===== src/rtl/pdcs_pkg.sv =====
`timescale 1ns/1ps
package pdcs_pkg;
   typedef enum logic {
      SRC_SYS = 1'b0,
      SRC_OSC = 1'b1
   } src_e;

   typedef enum logic {
      SW_RUN   = 1'b0,
      SW_BREAK = 1'b1
   } sw_e;
endpackage


===== src/rtl/pdcs_osc_sync.sv =====
`timescale 1ns/1ps
module pdcs_osc_sync #(
   parameter int STAGES  = 2,
   parameter bit ON_RISE = 1'b1
) (
   input  logic clk,
   input  logic rst_n,
   input  logic osc_clk,
   output logic osc_tick
);
   localparam int LAST = STAGES - 1;

   logic [STAGES-1:0] sync_q;
   logic              prev_q;

   generate
      if (STAGES < 2) begin : g_bad_stages
         $error("pdcs_osc_sync: STAGES must be at least 2");
      end
   endgenerate

   // Synchronizer chain, one flop per stage.
   generate
      for (genvar s = 0; s < STAGES; s++) begin : g_stage
         if (s == 0) begin : g_first
            always_ff @(posedge clk or negedge rst_n) begin
               if (!rst_n) sync_q[0] <= 1'b0;
               else        sync_q[0] <= osc_clk;
            end
         end else begin : g_next
            always_ff @(posedge clk or negedge rst_n) begin
               if (!rst_n) sync_q[s] <= 1'b0;
               else        sync_q[s] <= sync_q[s-1];
            end
         end
      end
   endgenerate

   always_ff @(posedge clk or negedge rst_n) begin
      if (!rst_n) prev_q <= 1'b0;
      else        prev_q <= sync_q[LAST];
   end

   // Edge polarity chosen at elaboration.
   generate
      if (ON_RISE) begin : g_rise
         assign osc_tick = sync_q[LAST] & ~prev_q;
      end else begin : g_fall
         assign osc_tick = ~sync_q[LAST] & prev_q;
      end
   endgenerate

   // an edge pulse never lasts two cycles
   a_r4_tick_single: assert property (@(posedge clk) disable iff (!rst_n)
      osc_tick |=> !osc_tick);
endmodule


===== src/rtl/pdcs_switch_fsm.sv =====
`timescale 1ns/1ps
module pdcs_switch_fsm
   import pdcs_pkg::*;
#(
   parameter int GAP = 2
) (
   input  logic clk,
   input  logic rst_n,
   input  logic start,
   input  src_e tgt_src,
   input  logic osc_tick,
   output logic busy,
   output logic done,
   output src_e act_src
);
   localparam int            CW    = $clog2(GAP + 1);
   localparam logic [CW-1:0] GAP_C = CW'(GAP);

   sw_e           state_q;
   logic [CW-1:0] sys_cnt_q;
   logic [CW-1:0] osc_cnt_q;

   generate
      if (GAP < 2) begin : g_bad_gap
         $error("pdcs_switch_fsm: GAP must be at least 2");
      end
   endgenerate

   assign busy = (state_q == SW_BREAK);
   assign done = busy && !start && (sys_cnt_q == GAP_C) && (osc_cnt_q == GAP_C);

   always_ff @(posedge clk or negedge rst_n) begin
      if (!rst_n) begin
         state_q   <= SW_RUN;
         sys_cnt_q <= '0;
         osc_cnt_q <= '0;
         act_src   <= SRC_SYS;
      end else if (start) begin
         state_q   <= SW_BREAK;
         sys_cnt_q <= '0;
         osc_cnt_q <= '0;
      end else if (state_q == SW_BREAK) begin
         if (done) begin
            state_q <= SW_RUN;
            act_src <= tgt_src;
         end else begin
            if (sys_cnt_q != GAP_C) sys_cnt_q <= sys_cnt_q + 1'b1;
            if (osc_tick && (osc_cnt_q != GAP_C)) osc_cnt_q <= osc_cnt_q + 1'b1;
         end
      end
   end

   // a switchover lasts more than one cycle
   a_r7_break_min: assert property (@(posedge clk) disable iff (!rst_n)
      $rose(busy) |=> busy);
   // the active source moves only when a switchover completes
   a_r7_act_hold: assert property (@(posedge clk) disable iff (!rst_n)
      (!busy && !start) |=> $stable(act_src));
endmodule


===== src/rtl/pdcs_cfg_regs.sv =====
`timescale 1ns/1ps
module pdcs_cfg_regs
   import pdcs_pkg::*;
(
   input  logic clk,
   input  logic rst_n,
   input  logic wr_en,
   input  logic wr_sel,
   input  logic wr_dis,
   input  logic wr_clr_err,
   input  logic busy,
   input  logic done,
   output src_e sel_q,
   output logic dis_q,
   output logic start,
   output logic err_q
);
   logic pend_q;
   logic sel_diff;
   logic reject;
   logic defer;

   assign sel_diff = wr_en && (src_e'(wr_sel) != sel_q);
   assign start    = sel_diff && dis_q;
   assign reject   = sel_diff && !dis_q;
   assign defer    = start || (busy && !done);

   always_ff @(posedge clk or negedge rst_n) begin
      if (!rst_n) begin
         sel_q <= SRC_SYS;
      end else if (start) begin
         sel_q <= src_e'(wr_sel);
      end
   end

   always_ff @(posedge clk or negedge rst_n) begin
      if (!rst_n) begin
         dis_q  <= 1'b1;
         pend_q <= 1'b0;
      end else if (wr_en) begin
         if (wr_dis) begin
            dis_q  <= 1'b1;
            pend_q <= 1'b0;
         end else if (defer) begin
            pend_q <= 1'b1;
         end else begin
            dis_q  <= 1'b0;
            pend_q <= 1'b0;
         end
      end else if (done && pend_q) begin
         dis_q  <= 1'b0;
         pend_q <= 1'b0;
      end
   end

   always_ff @(posedge clk or negedge rst_n) begin
      if (!rst_n)                    err_q <= 1'b0;
      else if (reject)               err_q <= 1'b1;
      else if (wr_en && wr_clr_err)  err_q <= 1'b0;
   end

   // a source change while enabled keeps the source and flags
   a_r5_reject_hold: assert property (@(posedge clk) disable iff (!rst_n)
      (wr_en && !dis_q && (src_e'(wr_sel) != sel_q)) |=> ($stable(sel_q) && err_q));
   // the error flag holds without a clear
   a_r6_err_sticky: assert property (@(posedge clk) disable iff (!rst_n)
      (err_q && !(wr_en && wr_clr_err)) |=> err_q);
   // a disable write takes effect at the next edge
   a_r10_dis_now: assert property (@(posedge clk) disable iff (!rst_n)
      (wr_en && wr_dis) |=> dis_q);
endmodule


===== src/rtl/pdcs_clk_sel.sv =====
`timescale 1ns/1ps
module pdcs_clk_sel
   import pdcs_pkg::*;
#(
   parameter int GAP_CYCLES   = 2,
   parameter int SYNC_STAGES  = 2,
   parameter bit TICK_ON_RISE = 1'b1
) (
   input  logic clk,
   input  logic rst_n,
   input  logic osc_clk,
   input  logic osc_fast,
   input  logic wr_en,
   input  logic wr_sel,
   input  logic wr_dis,
   input  logic wr_clr_err,
   output logic msg_ce,
   output logic if_ce,
   output logic sel_stat,
   output logic busy,
   output logic wr_err,
   output logic cfg_err
);
   logic osc_tick;
   logic sw_start;
   logic sw_done;
   logic dis_q;
   src_e sel_q;
   src_e act_src;
   logic src_ce;

   generate
      if (GAP_CYCLES < 2) begin : g_bad_gap
         $error("pdcs_clk_sel: GAP_CYCLES must be at least 2");
      end
      if (SYNC_STAGES < 2) begin : g_bad_sync
         $error("pdcs_clk_sel: SYNC_STAGES must be at least 2");
      end
   endgenerate

   pdcs_osc_sync #(.STAGES(SYNC_STAGES), .ON_RISE(TICK_ON_RISE)) u_sync (
      .clk      (clk),
      .rst_n    (rst_n),
      .osc_clk  (osc_clk),
      .osc_tick (osc_tick)
   );

   pdcs_cfg_regs u_regs (
      .clk        (clk),
      .rst_n      (rst_n),
      .wr_en      (wr_en),
      .wr_sel     (wr_sel),
      .wr_dis     (wr_dis),
      .wr_clr_err (wr_clr_err),
      .busy       (busy),
      .done       (sw_done),
      .sel_q      (sel_q),
      .dis_q      (dis_q),
      .start      (sw_start),
      .err_q      (wr_err)
   );

   pdcs_switch_fsm #(.GAP(GAP_CYCLES)) u_fsm (
      .clk      (clk),
      .rst_n    (rst_n),
      .start    (sw_start),
      .tgt_src  (sel_q),
      .osc_tick (osc_tick),
      .busy     (busy),
      .done     (sw_done),
      .act_src  (act_src)
   );

   assign src_ce   = (act_src == SRC_OSC) ? osc_tick : 1'b1;
   assign msg_ce   = !dis_q;
   assign if_ce    = !dis_q && !busy && src_ce;
   assign sel_stat = sel_q;
   assign cfg_err  = osc_fast && (sel_q == SRC_OSC);

   // nothing is enabled while a switchover runs
   a_r8_busy_blocks: assert property (@(posedge clk) disable iff (!rst_n)
      busy |-> !msg_ce);
   // the interface enable needs the module enabled
   a_r2_if_gated: assert property (@(posedge clk) disable iff (!rst_n)
      if_ce |-> msg_ce);
   // system source runs the interface enable continuously
   a_r3_sys_steady: assert property (@(posedge clk) disable iff (!rst_n)
      (msg_ce && !sel_stat) |-> if_ce);
endmodule


===== config.mk =====
export PLATFORM = sky130hd
export DESIGN_NAME = pdcs_clk_sel
export DESIGN_NICKNAME = d
export VERILOG_FILES = /design/src/rtl/pdcs_pkg.sv /design/src/rtl/pdcs_osc_sync.sv /design/src/rtl/pdcs_switch_fsm.sv /design/src/rtl/pdcs_cfg_regs.sv /design/src/rtl/pdcs_clk_sel.sv
export SDC_FILE = /design/constraint.sdc
export NUM_CORES = 1
export LEC_CHECK = 0
export BUFFER_PORTS_ARGS = -buffer_cell sky130_fd_sc_hd__buf_2
export CAP_MARGIN = 10
export CORE_AREA = 2 2 39 41
export DETAILED_ROUTE_END_ITERATION = 8
export DIE_AREA = 0 0 41 43
export PLACE_DENSITY = 0.69
export SLEW_MARGIN = 15
export SYNTH_ARGS = -nofsm -noshare
export SYNTH_HDL_FRONTEND = slang
export SYNTH_SLANG_ARGS = --single-unit

===== constraint.sdc =====
create_clock -name clk -period 1.55 [get_ports clk]
set_input_delay 0.3875 -clock clk [delete_from_list [all_inputs] [get_ports clk]]
set_output_delay 0.3875 -clock clk [all_outputs]
set_load 0.1 [all_outputs]

# Yosys cells after proc, flatten, opt, wreduce, memory -nomap -nowiden
# Cells that the tools add are included.
[totals]
register_bits = 13
latchBits = 0
mem_bits_rw = 0
romBits = 0
input_bits = 8
output_inout_bits = 6
wordCells = 71
n_memories = 0
[op_classes]
add_sub_neg = 2
n_mul = 0
div = 0
order_cmp = 0
eq_ne = 7
n_shift = 0
n_mux = 21
n_bitwise = 3
n_reduce_logical = 27
[ops]
columns = ["op", "n"]
rows = [
  ["$mux W2", 8],
  ["$logic_and A1 B1 Y1", 13],
  ["$mux W1", 13],
  ["$reduce_bool A2 Y1", 5],
  ["$reduce_and A3 Y1", 3],
  ["$add A2 B1 Y2 const B", 2],
  ["$eq A2 B2 Y1 const B", 2],
  ["$logic_not A1 Y1", 4],
  ["$ne A2 B2 Y1 const B", 2],
  ["$ne A3 B3 Y1 const B", 1],
  ["$ne A2 B1 Y1 const B", 1],
  ["$not A1 Y1", 2],
  ["$reduce_and A2 Y1", 1],
  ["$and A1 B1 Y1", 1],
  ["$logic_or A1 B1 Y1", 1],
  ["$ne A1 B1 Y1", 1],
]

# Depth between registers and ports, before layout
# Gate-level depths: netlist of the first run.
[depth]
ltp_word = 13
ltp_mapped = 5
ltp_nobuf = 5

# Hierarchy
# From an unflattened synthesis of the first run, not the netlist that was laid out.
[hier_totals]
cells_unflattened = 57
area_unflattened_um2 = 619.3
[by_module_without_submodules]
columns = ["mod", "instances", "cells_each", "area_per_inst_um2", "seq_area_each_um2"]
rows = [
  ["pdcs_switch_fsm", 1, 26, 290.3, 150.1],
  ["pdcs_cfg_regs", 1, 23, 214.0, 101.3],
  ["pdcs_osc_sync", 1, 4, 88.8, 75.1],
  ["pdcs_clk_sel", 1, 4, 26.3, 0.0],
]

# Worst setup path before layout of the first run
# Ideal clock, no wire load.
[synth_timing]
path_type = "flip-flop to output port"
startpoint = "reg u_fsm.state_q, in the netlist u_fsm.busy"
endpoint = "out if_ce"
t_arrival_ps = 3138
required_time_ps = 1162
path_slack_ps = -1975
path_stages_with_launch = 2
path_buffers = 0
path_cell_list = "dfrtp_1 a211oi_1"
[synth_via]
elab_chain_len = 3
[synth_lines]
columns = ["item", "line_no", "rtl"]
rows = [
  ["from (decl)", "pdcs_switch_fsm.sv:19", "sw_e state_q;"],
  ["from (signal assigned)", "pdcs_switch_fsm.sv:34", "state_q <= SW_RUN;"],
  ["from (signal assigned)", "pdcs_switch_fsm.sv:39", "state_q <= SW_BREAK;"],
  ["from (signal assigned)", "pdcs_switch_fsm.sv:44", "state_q <= SW_RUN;"],
  ["$logic_not A1 Y1", "pdcs_clk_sel.sv:76", "assign if_ce = !dis_q && !busy && src_ce;"],
  ["$logic_and A1 B1 Y1 (2 in series)", "pdcs_clk_sel.sv:76", ""],
  ["to (decl)", "pdcs_clk_sel.sv:18", "output logic if_ce,"],
]
# No other way between the ends.

# Worst setup path in the final report of the first run
[layout_timing]
startpoint = "reg u_sync.prev_q"
endpoint = "out if_ce"
[layout_via]
elab_chain_len = 4
[layout_lines]
columns = ["item", "line_no", "rtl"]
rows = [
  ["from (decl)", "pdcs_osc_sync.sv:14", "logic prev_q;"],
  ["from (signal assigned)", "pdcs_osc_sync.sv:41", "else prev_q <= sync_q[LAST];"],
  ["$not A1 Y1", "pdcs_osc_sync.sv:47", "assign osc_tick = sync_q[LAST] & ~prev_q;"],
  ["$and A1 B1 Y1", "pdcs_osc_sync.sv:47", ""],
  ["$mux W1", "pdcs_clk_sel.sv:74", "assign src_ce = (act_src == SRC_OSC) ? osc_tick : 1'b1;"],
  ["$logic_and A1 B1 Y1", "pdcs_clk_sel.sv:76", ""],
]
# No other way between the ends.

==> metrics, run 1 <==
final setup skew=around 0.012 ns; TritonCTS buffer count=3; die area=around 1800 sq um; CP max FO=2; Synth area leaders=sky130_fd_sc_hd__dfrtp_1 (49%), sky130_fd_sc_hd__dfstp_2 (4.3%), sky130_fd_sc_hd__ha_1 (4.1%); all-layer global routing usage=between 10% and 20%; count of buffers inserted at the top-level ports=13; via total after detailed routing=450; RSZ-0062 raised after global routing=true; GP Congestion=0.770; WL final=about 1200 um; routed length per placed instance=around 13 um; netlist area before placement=between 600 and 700 sq um; final period utilization=106%; library cells used by synthesis=23; DP HPWL=831 um; vias in the first global route=490; Worst-Margin Slew=between 0.4 and 0.5 ns; number of enable flip-flop cells after synthesis=0; count of H-tree levels built during CTS=1; Clock Latency Late Sink=0.27 ns; CTS tree=yes; Worst slew margin=about two thirds; Clock Root Buffer=sky130_fd_sc_hd__clkbuf_4; row count=14; final period demand of the worst path=1.64 ns; post-route total power=between 1.5 and 2 mW; vertical die dimension=approximately 43 um; largest net degree at the start of global routing=14; minimum setup slack among reg-to-reg paths=between 0.1 and 0.15 ns; outcome=complete, but fails checks; crit path setup slack, layout=-0.0929 ns; drc violations=0; post-synthesis instance total=between 50 and 60; non-filler instance count after layout=89; NumNets Final=between 80 and 90; critical path's slowest cell=sky130_fd_sc_hd__dfrtp_1; post-synth top area cell=sky130_fd_sc_hd__dfrtp_1; most numerous cell in the Yosys netlist=sky130_fd_sc_hd__dfrtp_1; first-pass GRT wire length=about 2000 um; area of the core=about 1400 sq um; multi-input gate area in the final layout=279 sq um; Yosys Warn Count=0; Peak VDD IR=~1400 uV; overall overflow remaining after global route=0; power per unit of standard cell area=between 2000 and 2500 nW/um^2; pins over their slew limit=0; top-level I/O count=14; Area growth, synth to finish=37.1%; Crit path required time=between 1 and 1.5 ns; Max Buffers Root-to-Sink=2; Critical Path, Cell by Cell=nand2b_4 > a211oi_4 > buf_12; number of synthesized register bits=13; router iterations before antenna repair=2; top flop regs=u_fsm.osc_cnt_q x2, u_fsm.sys_cnt_q x2, u_sync.sync_q x2; portion of the post-synthesis area used by sequential elements=a little over half; Placed Cells incl. Taps=slightly above 80; final setup vio count=1; area of all placed cells without fillers=about 830 sq um; share of post-route cells with drive strength above 1=42.5%; number of antenna violations at the first check in global routing=0; average cell area after synthesis=approximately 11 sq um; classification of the worst setup path=reg -> out; Critical Path Start Type=flip-flop; number of vias per cell after detailed routing=just over 5; most used standard cells in the synthesized netlist=sky130_fd_sc_hd__dfrtp_1 (12), sky130_fd_sc_hd__inv_1 (6); Post-synth ARST share=between 90% and 100%; FMAX=0.609 GHz; storage element area=around 330 sq um; Crit path arrival time=around 1.3 ns; placement-stage cell area=roughly 760 sq um; total leakage power=slightly below 0.4 nW; failing checks=setup timing; max cap viols=0; CP max stage delay=0.40 ns; area fraction of the dominant cell type after synthesis=49.5%; clock transition at the register clock pins on the worst setup and hold paths after CTS=0.07 ns; violation count after the first detailed-route iteration=7; HP Class=in -> reg; effective utilization at floorplan=43.9%; final antenna diode count=0; ys flop type=sky130_fd_sc_hd__dfrtp_1; hold violation total from the final report=0; ANT nets after route=0; Synthesized Nets=63; count of filler cells inserted in the layout=115; critical path capture point type=output port; sinks on the clock net=13; Die X=around 41 um
## routing by layer
layer  vias up  global-route usage (%)  share of wire [%]
li1        219                       -                  -
met1       221                    20.3                 42
met2        10                    28.4                 55
met3         0                    4.71                3.4
met4         0                    6.00                  0
met5         -                       0                  0
## stage by stage
stage | hold WS, ns | utilization [%] | TNS, ns | worst slack, ns
3_5_place_dp | 0.290 | 54.6 | 0 | 0.132
4_1_cts | 0.217 | 59.3 | -0.0956 | -0.0956
5_1_grt | 0.213 | 60.1 | -0.134 | -0.134
2_1_floorplan | 0.0919 | - | -0.376 | -0.376
6_report | 0.225 | 60.1 | -0.0929 | -0.0929
3_3_place_gp | 0.285 | 54.6 | 0 | 0.168
## report_power, final
group	switching, mW	leakage, nW	internal [mW]	total, mW
Sequential	0.103	0.155	0.477	0.580
Clock	0.109	0.0150	0.0995	0.208
Combinational	0.666	0.216	0.374	1.04
## cell type report
class / count / share of cell area, %
multi-input cells: 34 / 33.5
well taps: 16 / 2.41
clock buffers: 4 / 3.16
flip-flops and latches: 13 / 39.8
repair buffers: 16 / 18.3
inverters: 6 / 2.71
## kinds of logic after synthesis
kind of cell	after synthesis	synth area share [%]
and+or+nand+nor	17	16.5
buffers and inverters	6	3.71
xor gates and xnor gates	2	4.12
muxes	3	5.98
AOI/OAI and AO/OA	10	11.8
DFF	13	53.8
adders and majority gates	2	4.12
## repair_timing
item                       4_1_cts  5_1_grt
setup endpoints to repair        2        3
hold endpoints to repair         5        0
gates resized for setup          3        4
cloned                           0        0
pin swaps                        1        0
setup buffers                    2        0
hold buffers                     1        0
## worst max-delay path: cells and delay by family (launching register included)
family / cells / cell delay (ns)
flops: 1 / 0.40
buf+inv: 1 / 0.21
simple gates: 1 / 0.15
compound gates: 1 / 0.23
## worst paths after layout
kind                       depth (start not counted)               end        startpoint
max                                                3             if_ce     u_sync.prev_q
min                                                1  u_sync.sync_q[0]           osc_clk
max reg2reg                                        4     u_fsm.act_src      u_regs.dis_q
min reg2reg                                        0  u_sync.sync_q[1]  u_sync.sync_q[0]
max in group asynchronous                          2      u_regs.dis_q             rst_n
min in group asynchronous                          2      u_regs.err_q             rst_n
## layout by cell type, fill, tap and decap left out, types with 2 or more instances in the layout
cell type                  count
sky130_fd_sc_hd__buf_12        4
sky130_fd_sc_hd__o31ai_1       2
sky130_fd_sc_hd__a21oi_1       3
sky130_fd_sc_hd__ha_1          2
sky130_fd_sc_hd__buf_2         8
sky130_fd_sc_hd__buf_4         2
sky130_fd_sc_hd__nor3b_1       2
sky130_fd_sc_hd__clkbuf_4      4
sky130_fd_sc_hd__nand2b_1      2
sky130_fd_sc_hd__dfrtp_1      10
sky130_fd_sc_hd__nand2_1       3
sky130_fd_sc_hd__nand3_1       2
sky130_fd_sc_hd__inv_1         5
sky130_fd_sc_hd__nor2_1        3
Note: power is estimated with default switching activity, not from simulation.
==> run 2: changes to the inputs <==
--- a/config.mk
+++ b/config.mk
@@ -7,10 +7,13 @@
 export LEC_CHECK = 0
 export BUFFER_PORTS_ARGS = -buffer_cell sky130_fd_sc_hd__buf_2
 export CAP_MARGIN = 10
-export CORE_AREA = 2 2 39 41
+export CELL_PAD_IN_SITES_DETAIL_PLACEMENT = 1
+export CELL_PAD_IN_SITES_GLOBAL_PLACEMENT = 2
+export CORE_ASPECT_RATIO = 0.75
+export CORE_MARGIN = 2
+export CORE_UTILIZATION = 32
 export DETAILED_ROUTE_END_ITERATION = 8
-export DIE_AREA = 0 0 41 43
-export PLACE_DENSITY = 0.69
+export PLACE_DENSITY_LB_ADDON = 0.1
 export SLEW_MARGIN = 15
 export SYNTH_ARGS = -nofsm -noshare
 export SYNTH_HDL_FRONTEND = slang
==> run 2 against run 1 <==
Compared with the run above:
- the run still ends with setup timing left
- clock power barely moved
- clock skew fell by 0.0070 ns
- critical path depth did not move
- critical path type unchanged
- critical endpoint unchanged
- highest routed layer is now met4
==> metrics, run 2 (synthesized netlist as in run 1, its figures left out) <==
hold violation total from the final report=0 (unchanged); vertical die dimension=41.7 um (was 43 um); startpoint of the tightest hold check path=osc_clk (unchanged); first-pass GRT wire length=2170 um (was 2010 um); count of H-tree levels built during CTS=1 (unchanged); all-layer global routing usage=14.3% (was 17.2%); die area=2260 sq um (was 1760 sq um); top-level I/O count=14 (unchanged); via total after detailed routing=435 (was 450); Worst slew margin=68.1% (was 67.7%); RSZ-0062 raised after global routing=true (unchanged); count of buffers inserted at the top-level ports=13 (unchanged); number of cells traversed by the worst register-to-register path=5 (was 4); minimum setup slack among reg-to-reg paths=0.14 ns (about the same); HP Class=in -> reg (unchanged); reg-to-reg critical path startpoint=u_fsm.osc_cnt_q[0] (was u_regs.dis_q); CTS tree=yes (unchanged); clock transition at the register clock pins on the worst setup and hold paths after CTS=0.08 ns (was 0.07 ns); overall overflow remaining after global route=0 (unchanged); Critical Path Start Type=flip-flop (unchanged); Crit path arrival time=1.27 ns (was 1.26 ns); area of all placed cells without fillers=833 sq um (was 832 sq um); critical path capture point type=output port (unchanged); Max Buffers Root-to-Sink=2 (unchanged); Area growth, synth to finish=37.3% (was 37.1%); GP Congestion=0.701 (was 0.770); DP HPWL=976 um (was 831 um); Clock Latency Late Sink=0.28 ns (was 0.27 ns); drc violations=0 (unchanged); leading cell types in the layout, fill and taps excluded=sky130_fd_sc_hd__dfrtp_1 (10), sky130_fd_sc_hd__buf_2 (8), sky130_fd_sc_hd__inv_1 (5), sky130_fd_sc_hd__clkbuf_4 (4), sky130_fd_sc_hd__buf_12 (4) (unchanged); NumNets Final=83 (was 84); routed length per placed instance=13.8 um (was 13.4 um); largest net degree at the start of global routing=14 (unchanged); Crit path required time=1.16 ns (about the same); classification of the worst setup path=reg -> out (unchanged); max cap viols=0 (unchanged); ANT nets after route=0 (unchanged); final period utilization=107% (was 106%); final antenna diode count=0 (unchanged); final period demand of the worst path=1.65 ns (was 1.64 ns); most common library cell in the layout ignoring fill and taps=sky130_fd_sc_hd__dfrtp_1 (unchanged); CP max FO=2 (unchanged); top flop regs=u_fsm.osc_cnt_q x2, u_fsm.sys_cnt_q x2, u_sync.sync_q x2 (unchanged); failing checks=setup timing (unchanged); Worst R2R End=u_fsm.act_src (unchanged); TritonCTS buffer count=3 (unchanged); number of vias per cell after detailed routing=4.63 (was 5.06); Die X=54.3 um (was 41 um); worst hold endpoint=u_sync.sync_q[0] (unchanged); Clock Root Buffer=sky130_fd_sc_hd__clkbuf_4 (unchanged); Worst-Margin Slew=0.482 ns (was 0.487 ns); number of antenna violations at the first check in global routing=0 (unchanged); pins over their slew limit=0 (unchanged); Min-Delay Path Depth=1 (unchanged); post-route total power=1.82 mW (was 1.83 mW); placement-stage cell area=763 sq um (was 756 sq um); area of the core=1760 sq um (was 1380 sq um); outcome=complete, but fails checks (unchanged); Peak VDD IR=1170 uV (was 1380 uV); WL final=1290 um (was 1190 um); power per unit of standard cell area=2180 nW/um^2 (was 2200 nW/um^2); FMAX=0.604 GHz (was 0.609 GHz); violation count after the first detailed-route iteration=2 (was 7); effective utilization at floorplan=34.5% (was 43.9%); total leakage power=0.384 nW (was 0.386 nW); row count=13 (was 14); vias in the first global route=455 (was 490); final setup vio count=1 (unchanged); final core utilization=47.4% (was 60.1%); final setup skew=0.00493 ns (was 0.0119 ns); share of post-route cells with drive strength above 1=43.1% (was 42.5%); router iterations before antenna repair=2 (unchanged); crit path setup slack, layout=-0.105 ns (was -0.0929 ns); sinks on the clock net=13 (unchanged)
run 2: changes by cell type in the layout (fill, tap and decap cells not counted), sizes merged:
| cell | before | now |
|---|---|---|
| buf | 14 | 13 |
| clkinv | 0 | 1 |
| clkbuf | 5 | 4 |
run 2: worst max-delay path by stage:
stage            end  slack, ns           from  depth (start not counted)
2_1_floorplan  if_ce      -0.38     u_fsm.busy                          1
3_3_place_gp   if_ce       0.15  u_sync.prev_q                          3
3_5_place_dp   if_ce       0.12  u_sync.prev_q                          3
4_1_cts        if_ce      -0.13  u_sync.prev_q                          3
5_1_grt        if_ce      -0.17  u_sync.prev_q                          3
6_report       if_ce      -0.10  u_sync.prev_q                          3
run 2: through the flow:
stage	cells	setup TNS (ns)	hold WS (ns)	setup WS, ns
global placement	88	0	0.296	0.153
CTS	94	-0.126	0.198	-0.126
global route	94	-0.165	0.180	-0.165
finish	94	-0.105	0.206	-0.105
floorplan	53	-0.376	0.0919	-0.376
detailed placement	88	0	0.288	0.124
run 2: metal layers:
| layer | global-route usage (%) | wire length (um) | vias up |
|---|---|---|---|
| met5 | 0 | 0 | - |
| met3 | 7.55 | 54 | 3 |
| met1 | 19.0 | 593 | 203 |
| met2 | 20.5 | 636 | 6 |
| met4 | 3.00 | 10 | 0 |
| li1 | - | - | 223 |
run 2: report_power, final:
part / internal, mW / leakage [nW] / switching [mW]
logic: 0.360 / 0.211 / 0.659
clock network: 0.0959 / 0.0177 / 0.115
registers: 0.477 / 0.155 / 0.111
total: 0.933 / 0.384 / 0.885
run 2: final cells by class:
class	instances	area, sq um
Timing Repair Buffer	15	145
Tap cell	22	27.5
Clock inverter	1	5.00
Inverter	6	22.5
Multi-Input combinational cell	34	279
Clock buffer	3	22.5
Fill cell	201	923
Sequential cell	13	332
run 2: what timing repair did:
action                                 CTS  global route
endpoints found under the hold margin   12             0
setup endpoints to repair                2             3
resized for setup                        3             4
pin swaps                                1             0
setup buffers                            1             0
hold buffers                             1             0
run 2: critical path, stage by stage (launching register included):
cell                       delay [ns]
sky130_fd_sc_hd__dfrtp_1         0.38
sky130_fd_sc_hd__nand2b_4        0.14
sky130_fd_sc_hd__a211oi_4        0.25
sky130_fd_sc_hd__buf_12          0.21
==> run 3: changes to the inputs <==
--- a/config.mk
+++ b/config.mk
@@ -14,6 +14,8 @@
 export CORE_UTILIZATION = 32
 export DETAILED_ROUTE_END_ITERATION = 8
 export PLACE_DENSITY_LB_ADDON = 0.1
+export RECOVER_POWER = 100
+export SKIP_LAST_GASP = 1
 export SLEW_MARGIN = 15
 export SYNTH_ARGS = -nofsm -noshare
 export SYNTH_HDL_FRONTEND = slang
==> run 3 against run 2 <==
Compared with the run above:
- the flow still finishes with violations (setup timing)
- clock skew about the same
- total power decreased by 0.87%
- routed wire length increased by 0.93%
- critical path type unchanged
- largest power group unchanged
==> metrics, run 3 (synthesized netlist as in run 1, its figures left out) <==
outcome=complete, but fails checks (unchanged); failing checks=setup timing (unchanged); clock transition at the register clock pins on the worst setup and hold paths after CTS=0.08 ns (about the same); layer carrying the most global-route usage=met2 (unchanged); row count=13 (unchanged); critical path's slowest cell=sky130_fd_sc_hd__dfrtp_1 (unchanged); Worst slew margin=52.0% (was 68.1%); GP Congestion=0.701 (unchanged); hold violation total from the final report=0 (unchanged); placement-stage cell area=763 sq um (unchanged); RSZ-0062 raised after global routing=true (unchanged); CP endpoint=if_ce (unchanged); top-level I/O count=14 (unchanged); minimum setup slack among reg-to-reg paths=0.11 ns (was 0.14 ns); final core utilization=47.0% (was 47.4%); count of H-tree levels built during CTS=1 (unchanged); pins over their slew limit=0 (unchanged); vias in the first global route=455 (unchanged); WL final=1310 um (was 1290 um); Crit path required time=1.16 ns (about the same); HP Class=in -> reg (unchanged); overall overflow remaining after global route=0 (unchanged); start point of the critical path=u_sync.prev_q (unchanged); Critical Path, Cell by Cell=nand2b_4 > a211oi_4 > buf_12 (unchanged); NumNets Final=83 (unchanged); area of the core=1760 sq um (unchanged); Critical Path Start Type=flip-flop (unchanged); CTS tree=yes (unchanged); critical path capture point type=output port (unchanged); count of buffers inserted at the top-level ports=13 (unchanged); final total negative setup slack=-0.114 ns (was -0.105 ns); met2 Resource Use GR=20.5% (unchanged); ANT nets after route=0 (unchanged); die area=2260 sq um (unchanged); routing usage on met3=7.55% (unchanged); vertical die dimension=41.7 um (unchanged); routed length per placed instance=13.9 um (was 13.8 um); Max Buffers Root-to-Sink=2 (unchanged); area of all placed cells without fillers=826 sq um (was 833 sq um); TritonCTS buffer count=3 (unchanged); power per unit of standard cell area=2180 nW/um^2 (about the same); worst slack at placement=0.124 ns (unchanged); Worst-Margin Slew=0.720 ns (was 0.482 ns); router iterations before antenna repair=2 (unchanged); crit path setup slack, layout=-0.105 ns (about the same); final setup skew=0.00503 ns (was 0.00493 ns); met1 Resource Use GR=19.0% (unchanged); most common library cell in the layout ignoring fill and taps=sky130_fd_sc_hd__dfrtp_1 (unchanged); number of antenna violations at the first check in global routing=0 (unchanged); top flop regs=u_fsm.osc_cnt_q x2, u_fsm.sys_cnt_q x2, u_sync.sync_q x2 (unchanged); Crit path arrival time=1.27 ns (about the same); CP max FO=2 (unchanged); final period utilization=107% (about the same); DP HPWL=976 um (unchanged); leading cell types in the layout, fill and taps excluded=sky130_fd_sc_hd__dfrtp_1 (10), sky130_fd_sc_hd__buf_2 (6), sky130_fd_sc_hd__inv_1 (5), sky130_fd_sc_hd__clkbuf_4 (4) (was sky130_fd_sc_hd__dfrtp_1 (10), sky130_fd_sc_hd__buf_2 (8), sky130_fd_sc_hd__inv_1 (5), sky130_fd_sc_hd__clkbuf_4 (4), sky130_fd_sc_hd__buf_12 (4)); final setup vio count=2 (was 1); largest net degree at the start of global routing=14 (unchanged); first-pass GRT wire length=2170 um (unchanged); Area growth, synth to finish=36.1% (was 37.3%); sinks on the clock net=13 (unchanged); CP max stage delay=0.38 ns (about the same); Worst R2R End=u_fsm.act_src (unchanged); max cap viols=0 (unchanged); reg-to-reg critical path startpoint=u_regs.dis_q (was u_fsm.osc_cnt_q[0]); drc violations=0 (unchanged); Clock Root Buffer=sky130_fd_sc_hd__clkbuf_4 (unchanged); Peak VDD IR=1150 uV (was 1170 uV); all-layer global routing usage=14.3% (unchanged); FMAX=0.604 GHz (about the same); final antenna diode count=0 (unchanged); Clock Latency Late Sink=0.28 ns (about the same); number of vias per cell after detailed routing=4.64 (was 4.63); final period demand of the worst path=1.65 ns (about the same); violation count after the first detailed-route iteration=3 (was 2); Die X=54.3 um (unchanged); number of cells traversed by the worst register-to-register path=3 (was 5); effective utilization at floorplan=34.5% (unchanged); classification of the worst setup path=reg -> out (unchanged); count of filler cells inserted in the layout=202 (was 201); total leakage power=0.376 nW (was 0.384 nW); via total after detailed routing=436 (was 435); share of post-route cells with drive strength above 1=38.9% (was 43.1%)
## run 3: worst min-delay path by stage
stage	startpoint	end	slack, ns	cells after the start
after floorplan	rst_n	u_fsm.act_src	0.09	0
after global placement	rst_n	u_fsm.act_src	0.30	1
after detailed placement	rst_n	u_fsm.act_src	0.29	1
after CTS	osc_clk	u_sync.sync_q[0]	0.20	1
after global routing	osc_clk	u_sync.sync_q[0]	0.18	1
final	osc_clk	u_sync.sync_q[0]	0.21	1
## run 3: layer usage
metal	vias to the layer above	share of wire [%]
met5	-	0
met4	0	0.77
met3	3	4.1
met2	6	49
met1	204	46
li1	223	-
## run 3: what timing repair did
item / CTS / global route
buffers inserted: 1 / 0
resized for setup: 3 / 4
setup endpoints to repair: 2 / 3
endpoints found under the hold margin: 12 / 0
hold buffers: 1 / 0
pin swaps: 1 / 0
## run 3: cell type report
class,count,area [sq um],area share (%)
clock inverters,1,5.00,0.606
well taps,22,27.5,3.33
inverters,6,22.5,2.73
clock buffers,3,22.5,2.73
multi-input cells,34,278,33.6
flip-flops and latches,13,332,40.2
repair buffers,15,139,16.8
## run 3: critical path, delay by kind of cell, from the launching register on
family,cells,cell delay (ns)
AO/OA/AOI/OAI,1,0.25
buffers and inverters,1,0.21
AND/OR/NAND/NOR,1,0.14
flip-flops,1,0.38
## run 3: power breakdown
group	switching (mW)	leakage, nW	internal [mW]
clock	0.115	0.0177	0.0959
combinational	0.658	0.204	0.349
sequential	0.111	0.154	0.473
total	0.884	0.376	0.917
## run 3: metrics by stage
stage          hold WS (ns)  instances  total power, mW
6_report              0.206         94             1.80
5_1_grt               0.180         94             1.92
4_1_cts               0.198         94             1.81
3_5_place_dp          0.288         88             1.54
3_3_place_gp          0.296         88             1.52
2_1_floorplan        0.0919         53             1.31
